--- config.mk ---
export PLATFORM = sky130hd
export DESIGN_NAME = bsu_top
export DESIGN_NICKNAME = d
export VERILOG_FILES = /design/src/rtl/bsu_pkg.sv /design/src/rtl/bsu_cond.sv /design/src/rtl/bsu_target.sv /design/src/rtl/bsu_sp.sv /design/src/rtl/bsu_top.sv
export SDC_FILE = /design/constraint.sdc
export NUM_CORES = 1
export LEC_CHECK = 0
export BUFFER_PORTS_ARGS = -buffer_cell sky130_fd_sc_hd__buf_2
export CORE_MARGIN = 4
export CORE_UTILIZATION = 59
export CTS_BUF_LIST = sky130_fd_sc_hd__clkbuf_8
export DETAILED_ROUTE_END_ITERATION = 7
export PLACE_DENSITY = 0.89
export SYNTH_ARGS = -nofsm -noshare
export SYNTH_HDL_FRONTEND = slang
export SYNTH_SLANG_ARGS = --single-unit
--- constraint.sdc ---
create_clock -name clk -period 5 [get_ports clk]
set_clock_uncertainty 0.15 [all_clocks]
set_input_delay 0.25 -clock clk [delete_from_list [all_inputs] [get_ports clk]]
set_output_delay 0.25 -clock clk [all_outputs]
set_load 0.02 [all_outputs]
--- src/rtl/bsu_pkg.sv ---
package bsu_pkg;
   typedef enum logic [2:0] {
      OP_JMP_DIR  = 3'd0,
      OP_JMP_IDX  = 3'd1,
      OP_CALL_DIR = 3'd2,
      OP_CALL_IDX = 3'd3,
      OP_RET      = 3'd4,
      OP_LOAD_SP  = 3'd5,
      OP_PUSH     = 3'd6,
      OP_POP      = 3'd7
   } bsu_op_e;

   typedef enum logic [2:0] {
      ST_IDLE,
      ST_PUSH_LO,
      ST_PUSH_HI,
      ST_POP_HI,
      ST_POP_LO,
      ST_POP_WAIT,
      ST_PUSH_DATA,
      ST_POP_DATA
   } bsu_state_e;

   localparam int FLAG_N = 3;
endpackage

--- src/rtl/bsu_cond.sv ---
module bsu_cond #(
   parameter int FLAGS = 3
) (
   input  logic [FLAGS-1:0] mask,
   input  logic [FLAGS-1:0] flags,
   output logic             take
);
   logic [FLAGS-1:0] hit;

   for (genvar i = 0; i < FLAGS; i++) begin : g_hit
      assign hit[i] = mask[i] & flags[i];
   end

   // any selected flag, R2 empty mask means always
   assign take = (mask == '0) | (|hit);
endmodule

--- src/rtl/bsu_target.sv ---
module bsu_target #(
   parameter int DATA_W = 8,
   parameter int ADDR_W = 16
) (
   input  logic              use_idx,
   input  logic [ADDR_W-1:0] direct,
   input  logic [DATA_W-1:0] hi_reg,
   input  logic [DATA_W-1:0] lo_reg,
   output logic [ADDR_W-1:0] target
);
   if (ADDR_W != 2 * DATA_W) begin : g_bad_width
      $error("bsu_target: ADDR_W must equal 2*DATA_W");
   end

   assign target = use_idx ? {hi_reg, lo_reg} : direct;
endmodule

--- src/rtl/bsu_sp.sv ---
module bsu_sp #(
   parameter int ADDR_W = 16
) (
   input  logic              clk,
   input  logic              rst_n,
   input  logic              load,
   input  logic [ADDR_W-1:0] load_val,
   input  logic              inc,
   input  logic              dec,
   output logic [ADDR_W-1:0] sp
);
   always_ff @(posedge clk or negedge rst_n) begin
      if (!rst_n)    sp <= '0;
      else if (load) sp <= load_val;
      else if (inc)  sp <= sp + ADDR_W'(1);
      else if (dec)  sp <= sp - ADDR_W'(1);
   end

   assert_single_step_R5: assert property (@(posedge clk) disable iff (!rst_n)
      !(inc && dec) && !(load && (inc || dec)));

   assert_sp_inc_R9: assert property (@(posedge clk) disable iff (!rst_n)
      inc |=> sp == $past(sp) + ADDR_W'(1));

   assert_sp_dec_R7: assert property (@(posedge clk) disable iff (!rst_n)
      dec |=> sp == $past(sp) - ADDR_W'(1));
endmodule

--- src/rtl/bsu_top.sv ---
module bsu_top
   import bsu_pkg::*;
#(
   parameter int DATA_W = 8,
   parameter int ADDR_W = 16
) (
   input  logic              clk,
   input  logic              rst_n,
   input  logic              start,
   input  logic [2:0]        op,
   input  logic [2:0]        cond_mask,
   input  logic              flag_z,
   input  logic              flag_n,
   input  logic              flag_c,
   input  logic [ADDR_W-1:0] direct_addr,
   input  logic [DATA_W-1:0] reg_g,
   input  logic [DATA_W-1:0] reg_h,
   input  logic [ADDR_W-1:0] ret_pc,
   input  logic [DATA_W-1:0] push_byte,
   output logic              mem_we,
   output logic              mem_re,
   output logic [ADDR_W-1:0] mem_addr,
   output logic [DATA_W-1:0] mem_wdata,
   input  logic [DATA_W-1:0] mem_rdata,
   output logic              pc_load,
   output logic [ADDR_W-1:0] pc_next,
   output logic [ADDR_W-1:0] sp,
   output logic [DATA_W-1:0] pop_byte,
   output logic              done,
   output logic              busy
);
   if (ADDR_W != 2 * DATA_W) begin : g_bad_width
      $error("bsu_top: ADDR_W must equal 2*DATA_W");
   end

   bsu_state_e        state;
   bsu_op_e           op_in, op_q;
   logic [ADDR_W-1:0] tgt_q, ret_q, target;
   logic [DATA_W-1:0] data_q, hi_q;
   logic              take, accept, use_idx, sp_load;

   assign op_in   = bsu_op_e'(op);
   assign accept  = start && (state == ST_IDLE);
   assign use_idx = (op_in == OP_JMP_IDX) || (op_in == OP_CALL_IDX);
   assign busy    = (state != ST_IDLE);

   bsu_cond #(.FLAGS(FLAG_N)) i_cond (
      .mask  (cond_mask),
      .flags ({flag_c, flag_n, flag_z}),
      .take  (take)
   );

   bsu_target #(.DATA_W(DATA_W), .ADDR_W(ADDR_W)) i_target (
      .use_idx (use_idx),
      .direct  (direct_addr),
      .hi_reg  (reg_g),
      .lo_reg  (reg_h),
      .target  (target)
   );

   assign mem_we  = (state == ST_PUSH_LO) || (state == ST_PUSH_HI) || (state == ST_PUSH_DATA);
   assign mem_re  = (state == ST_POP_HI) || (state == ST_POP_LO) || (state == ST_POP_DATA);
   assign sp_load = accept && (op_in == OP_LOAD_SP);
   assign mem_addr = mem_we ? sp : sp - ADDR_W'(1);

   always_comb begin
      case (state)
         ST_PUSH_LO: mem_wdata = ret_q[DATA_W-1:0];
         ST_PUSH_HI: mem_wdata = ret_q[ADDR_W-1:DATA_W];
         default:    mem_wdata = data_q;
      endcase
   end

   bsu_sp #(.ADDR_W(ADDR_W)) i_sp (
      .clk      (clk),
      .rst_n    (rst_n),
      .load     (sp_load),
      .load_val (direct_addr),
      .inc      (mem_we),
      .dec      (mem_re),
      .sp       (sp)
   );

   always_ff @(posedge clk or negedge rst_n) begin
      if (!rst_n) begin
         state    <= ST_IDLE;
         op_q     <= OP_JMP_DIR;
         tgt_q    <= '0;
         ret_q    <= '0;
         data_q   <= '0;
         hi_q     <= '0;
         pc_next  <= '0;
         pop_byte <= '0;
         pc_load  <= 1'b0;
         done     <= 1'b0;
      end else begin
         pc_load <= 1'b0;
         done    <= 1'b0;
         case (state)
            ST_IDLE: if (accept) begin
               op_q   <= op_in;
               tgt_q  <= target;
               ret_q  <= ret_pc;
               data_q <= push_byte;
               case (op_in)
                  OP_JMP_DIR, OP_JMP_IDX: begin
                     pc_next <= target;
                     pc_load <= take;
                     done    <= 1'b1;
                  end
                  OP_CALL_DIR, OP_CALL_IDX: begin
                     if (take) state <= ST_PUSH_LO;
                     else      done  <= 1'b1;
                  end
                  OP_RET:     state <= ST_POP_HI;
                  OP_LOAD_SP: done  <= 1'b1;
                  OP_PUSH:    state <= ST_PUSH_DATA;
                  default:    state <= ST_POP_DATA;
               endcase
            end
            ST_PUSH_LO: state <= ST_PUSH_HI;
            ST_PUSH_HI: begin
               pc_next <= tgt_q;
               pc_load <= 1'b1;
               done    <= 1'b1;
               state   <= ST_IDLE;
            end
            ST_POP_HI: state <= ST_POP_LO;
            ST_POP_LO: begin
               hi_q  <= mem_rdata;
               state <= ST_POP_WAIT;
            end
            ST_POP_WAIT: begin
               if (op_q == OP_RET) begin
                  pc_next <= {hi_q, mem_rdata};
                  pc_load <= 1'b1;
               end else begin
                  pop_byte <= mem_rdata;
               end
               done  <= 1'b1;
               state <= ST_IDLE;
            end
            ST_PUSH_DATA: begin
               done  <= 1'b1;
               state <= ST_IDLE;
            end
            default: state <= ST_POP_WAIT;   // ST_POP_DATA
         endcase
      end
   end

   assert_one_port_R5: assert property (@(posedge clk) disable iff (!rst_n)
      !(mem_we && mem_re));

   assert_load_with_done_R4: assert property (@(posedge clk) disable iff (!rst_n)
      pc_load |-> done);

   assert_done_not_busy_R11: assert property (@(posedge clk) disable iff (!rst_n)
      done |-> !busy);

   assert_idle_quiet_R6: assert property (@(posedge clk) disable iff (!rst_n)
      !busy |-> (!mem_we && !mem_re));

   assert_push_order_R5: assert property (@(posedge clk) disable iff (!rst_n)
      (state == ST_PUSH_HI) |-> (mem_addr == $past(mem_addr) + ADDR_W'(1)));

   assert_pop_order_R7: assert property (@(posedge clk) disable iff (!rst_n)
      (state == ST_POP_LO) |-> (mem_addr == $past(mem_addr) - ADDR_W'(1)));
endmodule

Word-level counts from Yosys, hierarchy flattened

Cells that the tools add are included.

Bits in registers: 96
Latch bits: 0
Memory bits (writable): 0
ROM bits: 0
Input port bits: 76
Output and inout bits: 69
Word-level logic and storage cells: 81
Memories: 0

Add/sub/neg operators: 2
Multiply operators: 0
Div/mod/pow operators: 0
$lt $le $gt $ge: 0
Equal/unequal tests: 19
Shifts and indexed selects: 0
Muxes and demuxes: 22
Bitwise gates (word level): 5
Reductions and logical operators: 22

Operators by type and width:

| operator                                            | count |
|---|---|
| two-way mux 16 bit                                  | 8 |
| case mux 16 bit (3 select lines)                    | 1 |
| equality test 3 bit, second input constant          | 8 |
| case mux 3 bit (4 select lines)                     | 2 |
| adder 16 x 1 -> 16 bit, second input constant       | 1 |
| case mux 8 bit (2 select lines)                     | 1 |
| subtractor 16 x 1 -> 16 bit, second input constant  | 1 |
| equality test 3 x 2 -> 1 bit, second input constant | 4 |
| logical NOT 3 bit                                   | 3 |
| nonzero test 3 bit                                  | 3 |
| OR reduction 3 bit                                  | 3 |
| equality test 3 x 1 -> 1 bit, second input constant | 2 |
| two-way mux 3 bit                                   | 2 |
| inequality test 2 bit, second input constant        | 3 |
| logical OR 1 bit                                    | 5 |
| two-way mux 1 bit                                   | 5 |
| case mux 1 bit (2 select lines)                     | 2 |
| AND reduction 2 bit                                 | 2 |
| AND reduction 4 bit                                 | 1 |
| OR reduction 2 bit                                  | 2 |
| bitwise AND 1 bit                                   | 3 |
| inequality test 3 bit, second input constant        | 1 |
| case mux 1 bit (3 select lines)                     | 1 |
| AND reduction 3 bit                                 | 1 |
| other kinds (4)                                     | 5 |

Logic depth before layout (Yosys ltp)

Gate-level depths: netlist of run 1.

Word-level depth: 7
Gate-level depth with buffers: 10
Depth with buffers taken out: 8

Hierarchy

A second synthesis of run 1 with hierarchy kept.

Cell total of the unflattened synthesis: 648
Area, all modules: 6211.0 um2

By module, submodules not included:

| module     | instances | cells an instance | area an instance (um2) | sequential area each (um2) |
|---|---|---|---|---|
| bsu_top    | 1         | 450               | 4409.2                 | 2001.9 |
| bsu_sp     | 1         | 178               | 1535.2                 | 400.4 |
| bsu_target | 1         | 18                | 249.0                  | 0.0 |
| bsu_cond   | 1         | 2                 | 17.5                   | 0.0 |

Worst setup path before layout of run 1

No wires, ideal clock.

Kind: flip-flop to output port
Start point: reg i_sp.sp[3]
End point: out mem_addr[13]
Arrival time: 2.039 ns
Required time: 4.600 ns
Setup slack: 2.561 ns
Cell stages (with the launch flop): 7
Buffers on the path: 1
Path through: dfrtp_1 -> buf_6 -> or4_4 -> nor3_2 -> nand2_1 -> nor3_1 -> xor2_1

Word-level cells in the longest chain between the ends: 2

Ends and longest elaborated chain:

| item                        | line          | RTL |
|---|---|---|
| start: declaration          | bsu_sp.sv:10  | `output logic [ADDR_W-1:0] sp` |
| start signal: assignment    | bsu_sp.sv:14  | `else if (load) sp <= load_val;` |
| start signal: assignment    | bsu_sp.sv:15  | `else if (inc) sp <= sp + ADDR_W'(1);` |
| start signal: assignment    | bsu_sp.sv:16  | `else if (dec) sp <= sp - ADDR_W'(1);` |
| subtractor 16 x 1 -> 16 bit | bsu_top.sv:64 | `assign mem_addr = mem_we ? sp : sp - ADDR_W'(1);` |
| two-way mux 16 bit          | bsu_top.sv:64 |  |
| end: declaration            | bsu_top.sv:22 | `output logic [ADDR_W-1:0] mem_addr,` |

No other way between the ends.

Worst setup path after layout of run 1

Start point: reg state[2]
End point: out mem_addr[6]

Word-level cells in the longest chain between the ends: 4
Elaborated cells between the ends (all ways): 6
Classes of those cells: 3 x eq/ne; 1 x mux; 2 x reduce/logical

Ends and longest elaborated chain:

| item                                                                                | line           | RTL |
|---|---|---|
| start: declaration                                                                  | bsu_top.sv:36  | `bsu_state_e state;` |
| start signal: assignment                                                            | bsu_top.sv:86  | `state <= ST_IDLE;` |
| start signal: assignment                                                            | bsu_top.sv:112 | `if (take) state <= ST_PUSH_LO;` |
| start signal: assignment                                                            | bsu_top.sv:115 | `OP_RET: state <= ST_POP_HI;` |
| equality test 3 x 1 -> 1 bit / equality test 3 x 2 -> 1 bit (equally long branches) | bsu_top.sv:61  | `assign mem_we = (state == ST_PUSH_LO) \|\| (state == ST_PUSH_HI) \|\| (state == ST_PUSH_DATA);` |
| logical OR 1 bit                                                                    | bsu_top.sv:61  |  |
| logical OR 1 bit *                                                                  | bsu_top.sv:61  |  |
| two-way mux 16 bit *                                                                | bsu_top.sv:64  |  |

Mark *: on every way between the ends. The rest lies on a longest branch, timed or not.

==> metrics.txt, run 1 <==
# TYPE chip_impl_metric gauge
chip_impl_info{name="outcome",value="completed"} 1
chip_impl_info{name="min_path_type",value="input port to flop"} 1
chip_impl_metric{name="synth-compound-area-share",unit="%"} 15.5
chip_impl_metric{name="muxShareOfSynthArea",unit="%"} 12.4
chip_impl_metric{name="cts_made_buffers",unit=""} 9
chip_impl_metric{name="maxCapViolCount",unit=""} 0
chip_impl_metric{name="synth_enable_flop_cells",unit=""} 0
chip_impl_metric{name="detail_route.wl_per_cell",unit="um"} 18.7
chip_impl_metric{name="cts-htree-levels",unit=""} 3
chip_impl_metric{name="critical_path_arrival",unit="ns"} 2.85
chip_impl_metric{name="grt_util_all_layers",unit="%"} 29.5
chip_impl_metric{name="clkLatencyLatePin",unit="ns"} 0.37
chip_impl_metric{name="number_of_antenna_violations_at_the_first_check_in_global_routing",unit=""} 0
chip_impl_metric{name="wirelength",unit="um"} 15000
chip_impl_metric{name="whs_path_depth",unit=""} 3
chip_impl_metric{name="fin_crit_sh",unit="%"} 65.0
chip_impl_metric{name="grt_max_degree",unit=""} 61
chip_impl_info{name="grt_setup_unrepaired",value="no"} 1
chip_impl_info{name="cts_tree",value="done"} 1
chip_impl_metric{name="number_of_detailed_route_iterations_in_the_first_pass",unit=""} 5
chip_impl_info{name="worst_setup_path_start_kind",value="flop"} 1
chip_impl_metric{name="timing_worst_slew_pin_value",unit="ns"} 1.19
chip_impl_metric{name="nNetsFinal",unit=""} 772
chip_impl_metric{name="crit_fanout",unit=""} 27
chip_impl_metric{name="yosysSeqAreaShare",unit="%"} 46.2
chip_impl_metric{name="timing.setup.tns",unit="ns"} 0
chip_impl_metric{name="fill_cells",unit=""} 554
chip_impl_metric{name="total_via_count_in_the_routed_design",unit=""} 4907
chip_impl_metric{name="cts_resized",unit=""} 0
chip_impl_metric{name="yosys.area_share.xor_xnor",unit="%"} 4.38
chip_impl_metric{name="port_buffers",unit=""} 144
chip_impl_metric{name="final-setup-viol-count",unit=""} 0
chip_impl_info{name="root_buffer",value="clkbuf_8"} 1
chip_impl_info{name="hold-path-endpoint",value="i_sp.sp[8]$_DFFE_PN0P_"} 1
chip_impl_metric{name="die_height",unit="um"} 102
chip_impl_metric{name="number_of_warnings_printed_during_yosys_synthesis",unit=""} 0
chip_impl_metric{name="post-dp-hpwl",unit="um"} 10400
chip_impl_info{name="worstSetupPathType",value="flop to output pin"} 1
chip_impl_metric{name="pwr_density_cell",unit="nW/um2"} 684
chip_impl_metric{name="die-width",unit="um"} 102
chip_impl_info{name="combinational_family_with_the_most_area_after_synthesis",value="simple AND/OR/NAND/NOR gates"} 1
chip_impl_metric{name="initial_utilization",unit="%"} 62.0
chip_impl_metric{name="ant_nets",unit=""} 0
chip_impl_metric{name="area_delta_synth_final",unit="%"} 23.5
chip_impl_metric{name="slew_viol_final",unit=""} 0
chip_impl_metric{name="post_cts_buffers",unit=""} 0
chip_impl_metric{name="hold_viol_final",unit=""} 0
chip_impl_metric{name="worstRegToRegCells",unit=""} 6
chip_impl_metric{name="global_route.overflow_total",unit=""} 0
chip_impl_metric{name="gp_routability_congestion",unit=""} 0.887
chip_impl_metric{name="vdd.ir_drop.worst",unit="uV"} 440
chip_impl_metric{name="dr.first_iter.drc_count",unit=""} 555
chip_impl_info{name="r2r-start",value="state[2]$_DFFE_PN0P_"} 1
chip_impl_metric{name="post_synth_fa_ha_maj_area_fraction",unit="%"} 0.963
chip_impl_metric{name="synth.ff_latch_count",unit=""} 96
chip_impl_metric{name="drive_gt1_share",unit="%"} 32.0
chip_impl_info{name="reg_to_reg_end",value="i_sp.sp[3]$_DFFE_PN0P_"} 1
chip_impl_metric{name="syn-cell-area",unit="um2"} 5200
chip_impl_metric{name="slew-limit-headroom",unit="%"} 20.8
chip_impl_metric{name="synth_cells",unit=""} 543
chip_impl_metric{name="average_cell_area_after_synthesis",unit="um2"} 9.57
chip_impl_metric{name="row_count",unit=""} 33
chip_impl_metric{name="clock_sink_count",unit=""} 96
chip_impl_info{name="synthFlopType",value="dfrtp_1"} 1
chip_impl_info{name="worst_setup_path_end_kind",value="output pin"} 1
chip_impl_metric{name="finish.instance_area",unit="um2"} 6420
chip_impl_info{name="startpoint_of_the_worst_hold_path",value="direct_addr[8]"} 1
chip_impl_metric{name="first_global_vias",unit=""} 4803
chip_impl_metric{name="synth-async-reset-ratio",unit="%"} 100
chip_impl_metric{name="cts_hold_buffers",unit=""} 33
chip_impl_metric{name="die-area",unit="um2"} 10400
chip_impl_metric{name="wire_length_of_the_first_global_routing_pass",unit="um"} 23900
chip_impl_metric{name="clk_pin_slew_worst_paths",unit="ns"} 0.10
chip_impl_metric{name="design.portCount",unit=""} 145
chip_impl_metric{name="drc_violations_left",unit=""} 0
chip_impl_metric{name="finalWorstPathRequiredPeriod",unit="ns"} 3.25
chip_impl_metric{name="mappedNetlistNets",unit=""} 623
chip_impl_metric{name="setup.reg_to_reg.worst_slack",unit="ns"} 1.84
chip_impl_metric{name="viasPerCell",unit=""} 6.12
chip_impl_metric{name="clk_path_buf_depth",unit=""} 2
chip_impl_metric{name="synth-simple-area-share",unit="%"} 15.8
chip_impl_metric{name="num_antenna_cells",unit=""} 0
chip_impl_metric{name="dpl-instance-area",unit="um2"} 5880
chip_impl_metric{name="core_outline_area",unit="um2"} 8380
chip_impl_metric{name="post_synth_num_cell_types",unit=""} 53
chip_impl_metric{name="total_leakage_power",unit="nW"} 2.82
chip_impl_metric{name="maxClockFrequency",unit="GHz"} 0.308
chip_impl_metric{name="worstPathRequired",unit="ns"} 4.60
## flip-flops by register name (all words and copies together) (netlist names)
signal	count
tgt_q	16
data_q	8
state	3
pc_next	16
op_q	3
pop_byte	8
i_sp.sp	16
ret_q	16
hi_q	8
done	1
pc_load	1
## how the worst max path moves through the flow
stage / cells past startpoint / slack [ns] / endpoint / start
3_5_place_dp: 6 / 1.91 / pc_next[5]$_DFFE_PN0P_ / state[1]$_DFFE_PN0P_
5_1_grt: 5 / 1.60 / mem_addr[6] / state[2]$_DFFE_PN0P_
4_1_cts: 5 / 1.81 / mem_addr[6] / state[2]$_DFFE_PN0P_
6_report: 5 / 1.75 / mem_addr[6] / state[2]$_DFFE_PN0P_
2_1_floorplan: 6 / 2.56 / mem_addr[13] / i_sp.sp[3]$_DFFE_PN0P_
3_3_place_gp: 5 / 2.00 / pop_byte[7]$_DFFE_PN0P_ / state[2]$_DFFE_PN0P_
## final cells by class
cell class              instances  area, um2  area share, %
inverters                       7       26.3          0.409
flip-flops and latches         96       2400           37.4
multi-input cells             397       2570           40.1
well taps                     105        131           2.05
repair buffers                181       1080           16.9
clock inverters                 6       67.6           1.05
clock buffers                  10        138           2.14
## routing by layer
metal	vias to the layer above	share of wire [%]	global-route usage, %
met3	52	9.4	4.98
met5	-	0	0
li1	2225	-	-
met4	0	3.3	11.9
met2	293	49	48.3
met1	2337	39	39.4
## layout by cell type (no fill, tap or decap), types with 2 or more instances in the layout
cell and count:
clkbuf_8 10, a21oi_1 75, nor2b_1 2, o31ai_1 3
a31oi_1 2, or2_2 3, nand2b_1 2, ha_1 4
inv_1 7, dlygate4sd3_1 33, nor3b_1 3, o22ai_1 9
xnor2_1 16, dfrtp_1 96, nor2_1 106, mux2_2 43
a221oi_1 16, nand4_1 8, buf_2 143, nand2_1 22
mux2i_1 16, clkinv_4 2, o21ai_0 7, nor4_1 3
a32oi_1 5, a221o_1 2, and4_1 2, buf_4 5
nand3_1 3, nor3_2 2, nor3_1 9, xor2_1 10
## stage by stage
stage,worst slack [ns],utilization [%],cells,power (mW),hold slack [ns]
2_1_floorplan,2.56,-,543,3.16,-0.196
3_3_place_gp,2.00,70.2,753,3.69,0.0905
4_1_cts,1.81,76.6,802,4.36,0.00187
3_5_place_dp,1.91,70.2,753,3.80,0.0971
5_1_grt,1.60,76.6,802,4.68,0.00381
6_report,1.75,76.6,802,4.39,0.00137
## synth_stat cells, types with 2 or more instances
cell type,n,area (um2)
nor3_1,9,45.0
nand4_1,8,50.1
mux2_2,43,484
a221o_1,2,20.0
nor2_1,106,398
mux2i_1,16,160
o22ai_1,9,56.3
xnor2_1,16,140
a31oi_1,2,12.5
dfrtp_1,96,2400
a221oi_1,16,140
nor3b_1,4,30.0
nor4_1,3,18.8
buf_6,5,56.3
nand2b_1,2,12.5
xor2_1,10,87.6
inv_1,6,22.5
o31ai_1,4,30.0
buf_1,6,22.5
o21ai_0,7,35.0
buf_2,17,85.1
ha_1,4,50.1
nor2b_1,3,18.8
a32oi_1,5,43.8
nand2_1,22,82.6
nor3_2,2,20.0
a21oi_1,75,375
nand3_1,3,15.0
clkbuf_1,15,56.3
and4_1,2,17.5
or2_2,3,18.8
## logic make-up (layout without fill, tap and decap cells)
logic type	count (synthesis)	in the layout
muxes	59	59
adders and majority gates	4	4
DFF	96	96
AOI/OAI and AO/OA	130	130
xor gates and xnor gates	26	26
buffers and inverters	50	204
and+or+nand+nor	178	178
## power breakdown
group | leakage (nW) | total [mW] | internal, mW | switching, mW
combinational | 1.61 | 2.28 | 0.905 | 1.38
clock | 0.104 | 0.528 | 0.247 | 0.282
sequential | 1.11 | 1.58 | 1.17 | 0.415
## worst max-delay path, cell delays in order (launching register included)
cell and delay (ns):
dfrtp_1 0.97, or3b_1 0.35, nand4_1 0.37, or3_1 0.48, xnor2_1 0.14, buf_2 0.18
No activity file was read; power rests on OpenSTA's default activity.
==> inputs of run 2 (changes only) <==
- CORE_UTILIZATION: 59 -> 54
- PLACE_DENSITY: 0.89 -> 0.82
- clock period: 5 -> 3.2 ns (I/O delays scaled with it)
==> run 2 against run 1 <==
  * Core utilization is 3.6 points lower
  * Clock-buffer cell count is 1 lower
  * Flip-flop and latch count stayed put
  * Global-route usage is 2.0 points lower
  * Register-to-register slack worse by 1.1 ns
  * Worst setup slack worse by 1.3 ns
  * Largest cell class unchanged
  * Largest power group unchanged
==> metrics.txt, run 2 (same netlist as run 1, synthesis figures left out) <==
# TYPE chip_impl_metric gauge
chip_impl_info{name="most_common_library_cell_in_the_layout_ignoring_fill_and_taps",value="buf_2"} 1
chip_impl_metric{name="final-setup-viol-count",unit=""} 0
chip_impl_metric{name="total_leakage_power",unit="nW"} 2.98
chip_impl_metric{name="grt_util_all_layers",unit="%"} 27.5
chip_impl_metric{name="cts-htree-levels",unit=""} 3
chip_impl_metric{name="hold_viol_final",unit=""} 0
chip_impl_metric{name="cts_made_buffers",unit=""} 9
chip_impl_info{name="min_path_type",value="input port to flop"} 1
chip_impl_metric{name="global_route.overflow_total",unit=""} 0
chip_impl_metric{name="ant_nets",unit=""} 0
chip_impl_info{name="worstSetupPathType",value="flop to output pin"} 1
chip_impl_info{name="cts_tree",value="done"} 1
chip_impl_metric{name="crit_fanout",unit=""} 10
chip_impl_info{name="crit_chain",value="or4_4 > nor3_2 > nand2_1 > nor3_1 > xor2_1 > buf_2"} 1
chip_impl_metric{name="setup.reg_to_reg.worst_slack",unit="ns"} 0.71
chip_impl_info{name="worst_setup_path_start_kind",value="flop"} 1
chip_impl_metric{name="gp_routability_congestion",unit=""} 0.989
chip_impl_metric{name="drive_gt1_share",unit="%"} 32.1
chip_impl_metric{name="total_via_count_in_the_routed_design",unit=""} 4964
chip_impl_metric{name="maxCapViolCount",unit=""} 0
chip_impl_metric{name="slowest_delay",unit="ns"} 0.59
chip_impl_metric{name="dr.first_iter.drc_count",unit=""} 403
chip_impl_metric{name="hold-worst-slack",unit="ns"} 0.00730
chip_impl_info{name="worstSetupStartpoint",value="i_sp.sp[2]$_DFFE_PN0P_"} 1
chip_impl_metric{name="area_delta_synth_final",unit="%"} 30.4
chip_impl_metric{name="nNetsFinal",unit=""} 806
chip_impl_metric{name="design.portCount",unit=""} 145
chip_impl_metric{name="timing_worst_slew_pin_value",unit="ns"} 0.625
chip_impl_info{name="grt_setup_unrepaired",value="no"} 1
chip_impl_metric{name="fin_crit_sh",unit="%"} 86.9
chip_impl_metric{name="viasPerCell",unit=""} 5.77
chip_impl_metric{name="die_height",unit="um"} 106
chip_impl_info{name="reg_to_reg_end",value="ret_q[11]$_DFFE_PN0P_"} 1
chip_impl_info{name="outcome",value="completed"} 1
chip_impl_metric{name="fill_cells",unit=""} 715
chip_impl_info{name="worst_setup_path_end_kind",value="output pin"} 1
chip_impl_metric{name="die-area",unit="um2"} 11300
chip_impl_metric{name="wirelength",unit="um"} 15500
chip_impl_metric{name="number_of_detailed_route_iterations_in_the_first_pass",unit=""} 5
chip_impl_metric{name="initial_utilization",unit="%"} 56.0
chip_impl_metric{name="clkLatencyLatePin",unit="ns"} 0.37
chip_impl_info{name="crit_path_end",value="mem_addr[13]"} 1
chip_impl_metric{name="post-dp-hpwl",unit="um"} 10800
chip_impl_info{name="timing.critical_path.max_delay_family",value="simple AND/OR/NAND/NOR gates"} 1
chip_impl_metric{name="port_buffers",unit=""} 144
chip_impl_metric{name="number_of_antenna_violations_at_the_first_check_in_global_routing",unit=""} 1
chip_impl_metric{name="pwr_density_cell",unit="nW/um2"} 1020
chip_impl_metric{name="wire_length_of_the_first_global_routing_pass",unit="um"} 24600
chip_impl_metric{name="slew-limit-headroom",unit="%"} 58.4
chip_impl_metric{name="clk_path_buf_depth",unit=""} 2
chip_impl_metric{name="clk_pin_slew_worst_paths",unit="ns"} 0.10
chip_impl_metric{name="critical_path_depth",unit=""} 6
chip_impl_metric{name="finish.instance_area",unit="um2"} 6780
chip_impl_metric{name="cts_resized",unit=""} 0
chip_impl_metric{name="finalWorstPathRequiredPeriod",unit="ns"} 2.78
chip_impl_metric{name="die-width",unit="um"} 106
chip_impl_metric{name="worstPathRequired",unit="ns"} 2.89
chip_impl_metric{name="maxClockFrequency",unit="GHz"} 0.360
chip_impl_metric{name="slew_viol_final",unit=""} 0
chip_impl_metric{name="critical_path_arrival",unit="ns"} 2.47
chip_impl_metric{name="dpl-instance-area",unit="um2"} 6000
chip_impl_metric{name="detail_route.wl_per_cell",unit="um"} 18.0
chip_impl_metric{name="worstRegToRegCells",unit=""} 4
chip_impl_metric{name="grt_max_degree",unit=""} 58
chip_impl_metric{name="clock_sink_count",unit=""} 96
chip_impl_info{name="mostFrequentLayoutCells",value="buf_2, nor2_1, dfrtp_1, a21oi_1, dlygate4sd3_1"} 1
chip_impl_metric{name="drc_violations_left",unit=""} 0
chip_impl_info{name="root_buffer",value="clkbuf_8"} 1
chip_impl_info{name="slowest_stage",value="or4_4"} 1
chip_impl_metric{name="worstPathBufferInverterCount",unit=""} 1
chip_impl_metric{name="timing.setup.tns",unit="ns"} 0
chip_impl_metric{name="row_count",unit=""} 35
chip_impl_metric{name="core_outline_area",unit="um2"} 9280
chip_impl_metric{name="first_global_vias",unit=""} 4929
chip_impl_metric{name="vdd.ir_drop.worst",unit="uV"} 531
chip_impl_info{name="r2r-start",value="state[0]$_DFFE_PN0P_"} 1
[run 2: power by group]
group	switching, mW	internal, mW	total [mW]	leakage, nW
logic	2.20	1.48	3.68	1.76
registers	0.587	1.82	2.41	1.11
clock network	0.470	0.379	0.848	0.105
[run 2: worst min path at each step]
stage,slack [ns],start,to,cells past startpoint
floorplan,-0.29,rst_n,data_q[0]$_DFFE_PN0P_,0
global placement,0.05,rst_n,i_sp.sp[15]$_DFFE_PN0P_,1
detailed placement,0.06,rst_n,tgt_q[13]$_DFFE_PN0P_,1
CTS,0.001,reg_g[3],tgt_q[11]$_DFFE_PN0P_,3
global route,0.007,op[2],op_q[2]$_DFFE_PN0P_,2
finish,0.007,op[2],op_q[2]$_DFFE_PN0P_,2
[run 2: per-layer routing]
metal | wire length, um | vias to the layer above | track usage, %
li1 | - | 2300 | -
met1 | 6230 | 2359 | 34.9
met2 | 7480 | 257 | 44.6
met3 | 1210 | 48 | 5.77
met4 | 578 | 0 | 13.6
met5 | 0 | - | 0
[run 2: area by class of cell]
type	count	area, um2	area share [%]
timing repair buffer	215	1400	20.6
antenna	1	2.50	0.0369
clock inverter	7	91.3	1.35
clock buffer	9	124	1.83
tap	129	161	2.38
sequential	96	2400	35.5
inverter	7	26.3	0.388
multi-input combinational	397	2570	38.0
[run 2: repair_timing]
| item | in CTS | in global routing |
|---|---|---|
| buffers inserted | 0 | 0 |
| hold buffers | 56 | 0 |
| hold endpoints to repair | 108 | 0 |
[run 2: metrics by stage]
step | total power, mW | setup WS (ns) | instances | utilization (%)
after floorplan | 4.93 | 0.851 | 543 | -
after global placement | 5.86 | 0.899 | 788 | 64.6
after detailed placement | 6.01 | 0.783 | 788 | 64.6
after CTS | 6.91 | 0.425 | 860 | 73.0
after global routing | 7.41 | 0.246 | 861 | 73.0
final | 6.94 | 0.419 | 861 | 73.0
==> inputs of run 3 (changes only) <==
- CORE_ASPECT_RATIO: not set -> 1.1
==> run 3 against run 2 <==
  * Non-clock buffer count is 6 higher
  * Worst setup slack better by 0.0040 ns
  * Power rose by 0.71%
  * Critical path depth is 1 lower
  * Clock power is 1% lower
  * Register-to-register slack barely moved
  * Flip-flop and latch count unchanged
  * Cell area up 0.66%
  * Wire length is 2.5% higher
  * Clock-buffer cell count is 2 higher
==> metrics.txt, run 3 (same netlist as run 1, synthesis figures left out) <==
# TYPE chip_impl_metric gauge
chip_impl_info{name="hold-path-endpoint",value="tgt_q[3]$_DFFE_PN0P_"} 1
chip_impl_info{name="slowest_stage",value="or4_1"} 1
chip_impl_metric{name="total_via_count_in_the_routed_design",unit=""} 5186
chip_impl_info{name="worst_setup_path_start_kind",value="flop"} 1
chip_impl_metric{name="core_outline_area",unit="um2"} 9400
chip_impl_metric{name="drc_violations_left",unit=""} 0
chip_impl_metric{name="design.portCount",unit=""} 145
chip_impl_metric{name="pwr_density_cell",unit="nW/um2"} 1030
chip_impl_metric{name="finalWorstPathRequiredPeriod",unit="ns"} 2.78
chip_impl_metric{name="wirelength",unit="um"} 15900
chip_impl_metric{name="die-width",unit="um"} 102
chip_impl_metric{name="fill_cells",unit=""} 649
chip_impl_metric{name="initial_utilization",unit="%"} 55.3
chip_impl_metric{name="wire_length_of_the_first_global_routing_pass",unit="um"} 25200
chip_impl_metric{name="dr.first_iter.drc_count",unit=""} 470
chip_impl_info{name="mostFrequentLayoutCells",value="buf_2, nor2_1, dfrtp_1, a21oi_1, dlygate4sd3_1"} 1
chip_impl_info{name="timing.critical_path.max_delay_family",value="simple AND/OR/NAND/NOR gates"} 1
chip_impl_metric{name="cts_made_buffers",unit=""} 9
chip_impl_info{name="r2r-start",value="state[1]$_DFFE_PN0P_"} 1
chip_impl_metric{name="hold_viol_final",unit=""} 0
chip_impl_metric{name="post-dp-hpwl",unit="um"} 10800
chip_impl_metric{name="final_cells",unit=""} 853
chip_impl_metric{name="detail_route.wl_per_cell",unit="um"} 18.6
chip_impl_metric{name="global_route.overflow_total",unit=""} 0
chip_impl_metric{name="cts-htree-levels",unit=""} 3
chip_impl_metric{name="totalPowerFinal",unit="mW"} 6.99
chip_impl_metric{name="critical_path_arrival",unit="ns"} 2.47
chip_impl_metric{name="die_height",unit="um"} 111
chip_impl_metric{name="maxCapViolCount",unit=""} 0
chip_impl_metric{name="first_global_vias",unit=""} 5093
chip_impl_metric{name="nNetsFinal",unit=""} 812
chip_impl_info{name="worstSetupPathType",value="flop to output pin"} 1
chip_impl_info{name="crit_chain",value="or4_1 > nor3_1 > nand4b_1 > xnor2_1 > buf_2"} 1
chip_impl_metric{name="timing_worst_slew_pin_value",unit="ns"} 0.682
chip_impl_metric{name="final-setup-viol-count",unit=""} 0
chip_impl_info{name="outcome",value="completed"} 1
chip_impl_metric{name="slew-limit-headroom",unit="%"} 54.3
chip_impl_metric{name="row_count",unit=""} 37
chip_impl_metric{name="worstPathRequired",unit="ns"} 2.89
chip_impl_metric{name="slowest_delay",unit="ns"} 0.58
chip_impl_metric{name="area_delta_synth_final",unit="%"} 31.2
chip_impl_metric{name="total_leakage_power",unit="nW"} 3.01
chip_impl_metric{name="worstRegToRegCells",unit=""} 5
chip_impl_metric{name="clkLatencyLatePin",unit="ns"} 0.37
chip_impl_metric{name="ant_nets",unit=""} 0
chip_impl_metric{name="grt_util_all_layers",unit="%"} 28.3
chip_impl_metric{name="placed_cells_incl_taps",unit=""} 775
chip_impl_metric{name="crit_fanout",unit=""} 11
chip_impl_metric{name="setup.reg_to_reg.worst_slack",unit="ns"} 0.70
chip_impl_info{name="grt_setup_unrepaired",value="no"} 1
chip_impl_metric{name="slew_viol_final",unit=""} 0
chip_impl_metric{name="grt_max_degree",unit=""} 51
chip_impl_info{name="min_path_type",value="input port to flop"} 1
chip_impl_metric{name="clk_pin_slew_worst_paths",unit="ns"} 0.10
chip_impl_metric{name="viasPerCell",unit=""} 6.08
chip_impl_metric{name="drive_gt1_share",unit="%"} 31.5
chip_impl_metric{name="vdd.ir_drop.worst",unit="uV"} 669
chip_impl_info{name="cts_tree",value="done"} 1
chip_impl_metric{name="fin_crit_sh",unit="%"} 86.8
chip_impl_info{name="reg_to_reg_end",value="ret_q[5]$_DFFE_PN0P_"} 1
chip_impl_metric{name="clk_path_buf_depth",unit=""} 2
chip_impl_info{name="startpoint_of_the_worst_hold_path",value="reg_h[3]"} 1
chip_impl_metric{name="number_of_antenna_violations_at_the_first_check_in_global_routing",unit=""} 0
chip_impl_metric{name="number_of_detailed_route_iterations_in_the_first_pass",unit=""} 5
chip_impl_info{name="root_buffer",value="clkbuf_8"} 1
chip_impl_info{name="most_common_library_cell_in_the_layout_ignoring_fill_and_taps",value="buf_2"} 1
chip_impl_metric{name="worstPathBufferInverterCount",unit=""} 1
chip_impl_metric{name="gp_routability_congestion",unit=""} 0.966
chip_impl_metric{name="timing.setup.tns",unit="ns"} 0
chip_impl_metric{name="port_buffers",unit=""} 144
chip_impl_metric{name="whs_path_depth",unit=""} 3
chip_impl_info{name="worst_setup_path_end_kind",value="output pin"} 1
chip_impl_metric{name="post_cts_buffers",unit=""} 0
chip_impl_metric{name="num_antenna_cells",unit=""} 0
chip_impl_metric{name="die-area",unit="um2"} 11300
chip_impl_metric{name="maxClockFrequency",unit="GHz"} 0.360
chip_impl_metric{name="clock_sink_count",unit=""} 96
[run 3: layout make-up]
type | instances | area [um2] | area share [%]
clock buffers | 11 | 151 | 2.22
flip-flops and latches | 96 | 2400 | 35.2
repair buffers | 221 | 1470 | 21.6
multi-input cells | 397 | 2570 | 37.7
clock inverters | 4 | 51.3 | 0.752
inverters | 7 | 26.3 | 0.385
well taps | 117 | 146 | 2.15
[run 3: timing repair]
action | in CTS | in global routing
hold endpoints to repair | 121 | 1
gates resized for setup | 0 | 0
hold buffers | 62 | 1
[run 3: stage by stage]
step                      worst slack (ns)  util, %  area [um2]  hold slack [ns]
after global routing                 0.305     72.6        6820           0.0394
after floorplan                      0.851        -        5200           -0.286
after global placement               0.860     63.7        5990           0.0759
final                                0.423     72.6        6820           0.0224
after detailed placement             0.734     63.7        5990           0.0757
after CTS                            0.410     72.5        6810          0.00331
[run 3: report_power, final]
part / switching (mW) / leakage, nW / total (mW) / internal (mW)
clock network: 0.433 / 0.108 / 0.836 / 0.403
registers: 0.619 / 1.11 / 2.44 / 1.82
logic: 2.22 / 1.79 / 3.71 / 1.49
[run 3: worst max-delay path by stage]
stage	cells past startpoint	from	endpoint	slack (ns)
after global routing	5	i_sp.sp[8]$_DFFE_PN0P_	mem_addr[15]	0.31
after CTS	6	i_sp.sp[2]$_DFFE_PN0P_	mem_addr[13]	0.41
after detailed placement	5	state[2]$_DFFE_PN0P_	ret_q[9]$_DFFE_PN0P_	0.73
final	5	i_sp.sp[8]$_DFFE_PN0P_	mem_addr[15]	0.42
after global placement	6	i_sp.sp[2]$_DFFE_PN0P_	i_sp.sp[9]$_DFFE_PN0P_	0.86
after floorplan	6	i_sp.sp[3]$_DFFE_PN0P_	mem_addr[13]	0.85
[run 3: routing by layer]
metal | share of wire (%) | up-vias | global-route usage (%)
met5 | 0 | - | 0
met4 | 4.3 | 0 | 14.0
met3 | 9.1 | 70 | 5.41
met2 | 49 | 348 | 45.8
met1 | 37 | 2462 | 35.9
li1 | - | 2306 | -
[run 3: worst reg2reg max path: cells and delay by family, from the launching register on]
| family | cells | cell delay (ns) |
|---|---|---|
| buffers and inverters | 2 | 0.70 |
| flip-flops | 1 | 0.49 |
| multiplexers | 1 | 0.40 |
| AND/OR/NAND/NOR | 2 | 0.66 |
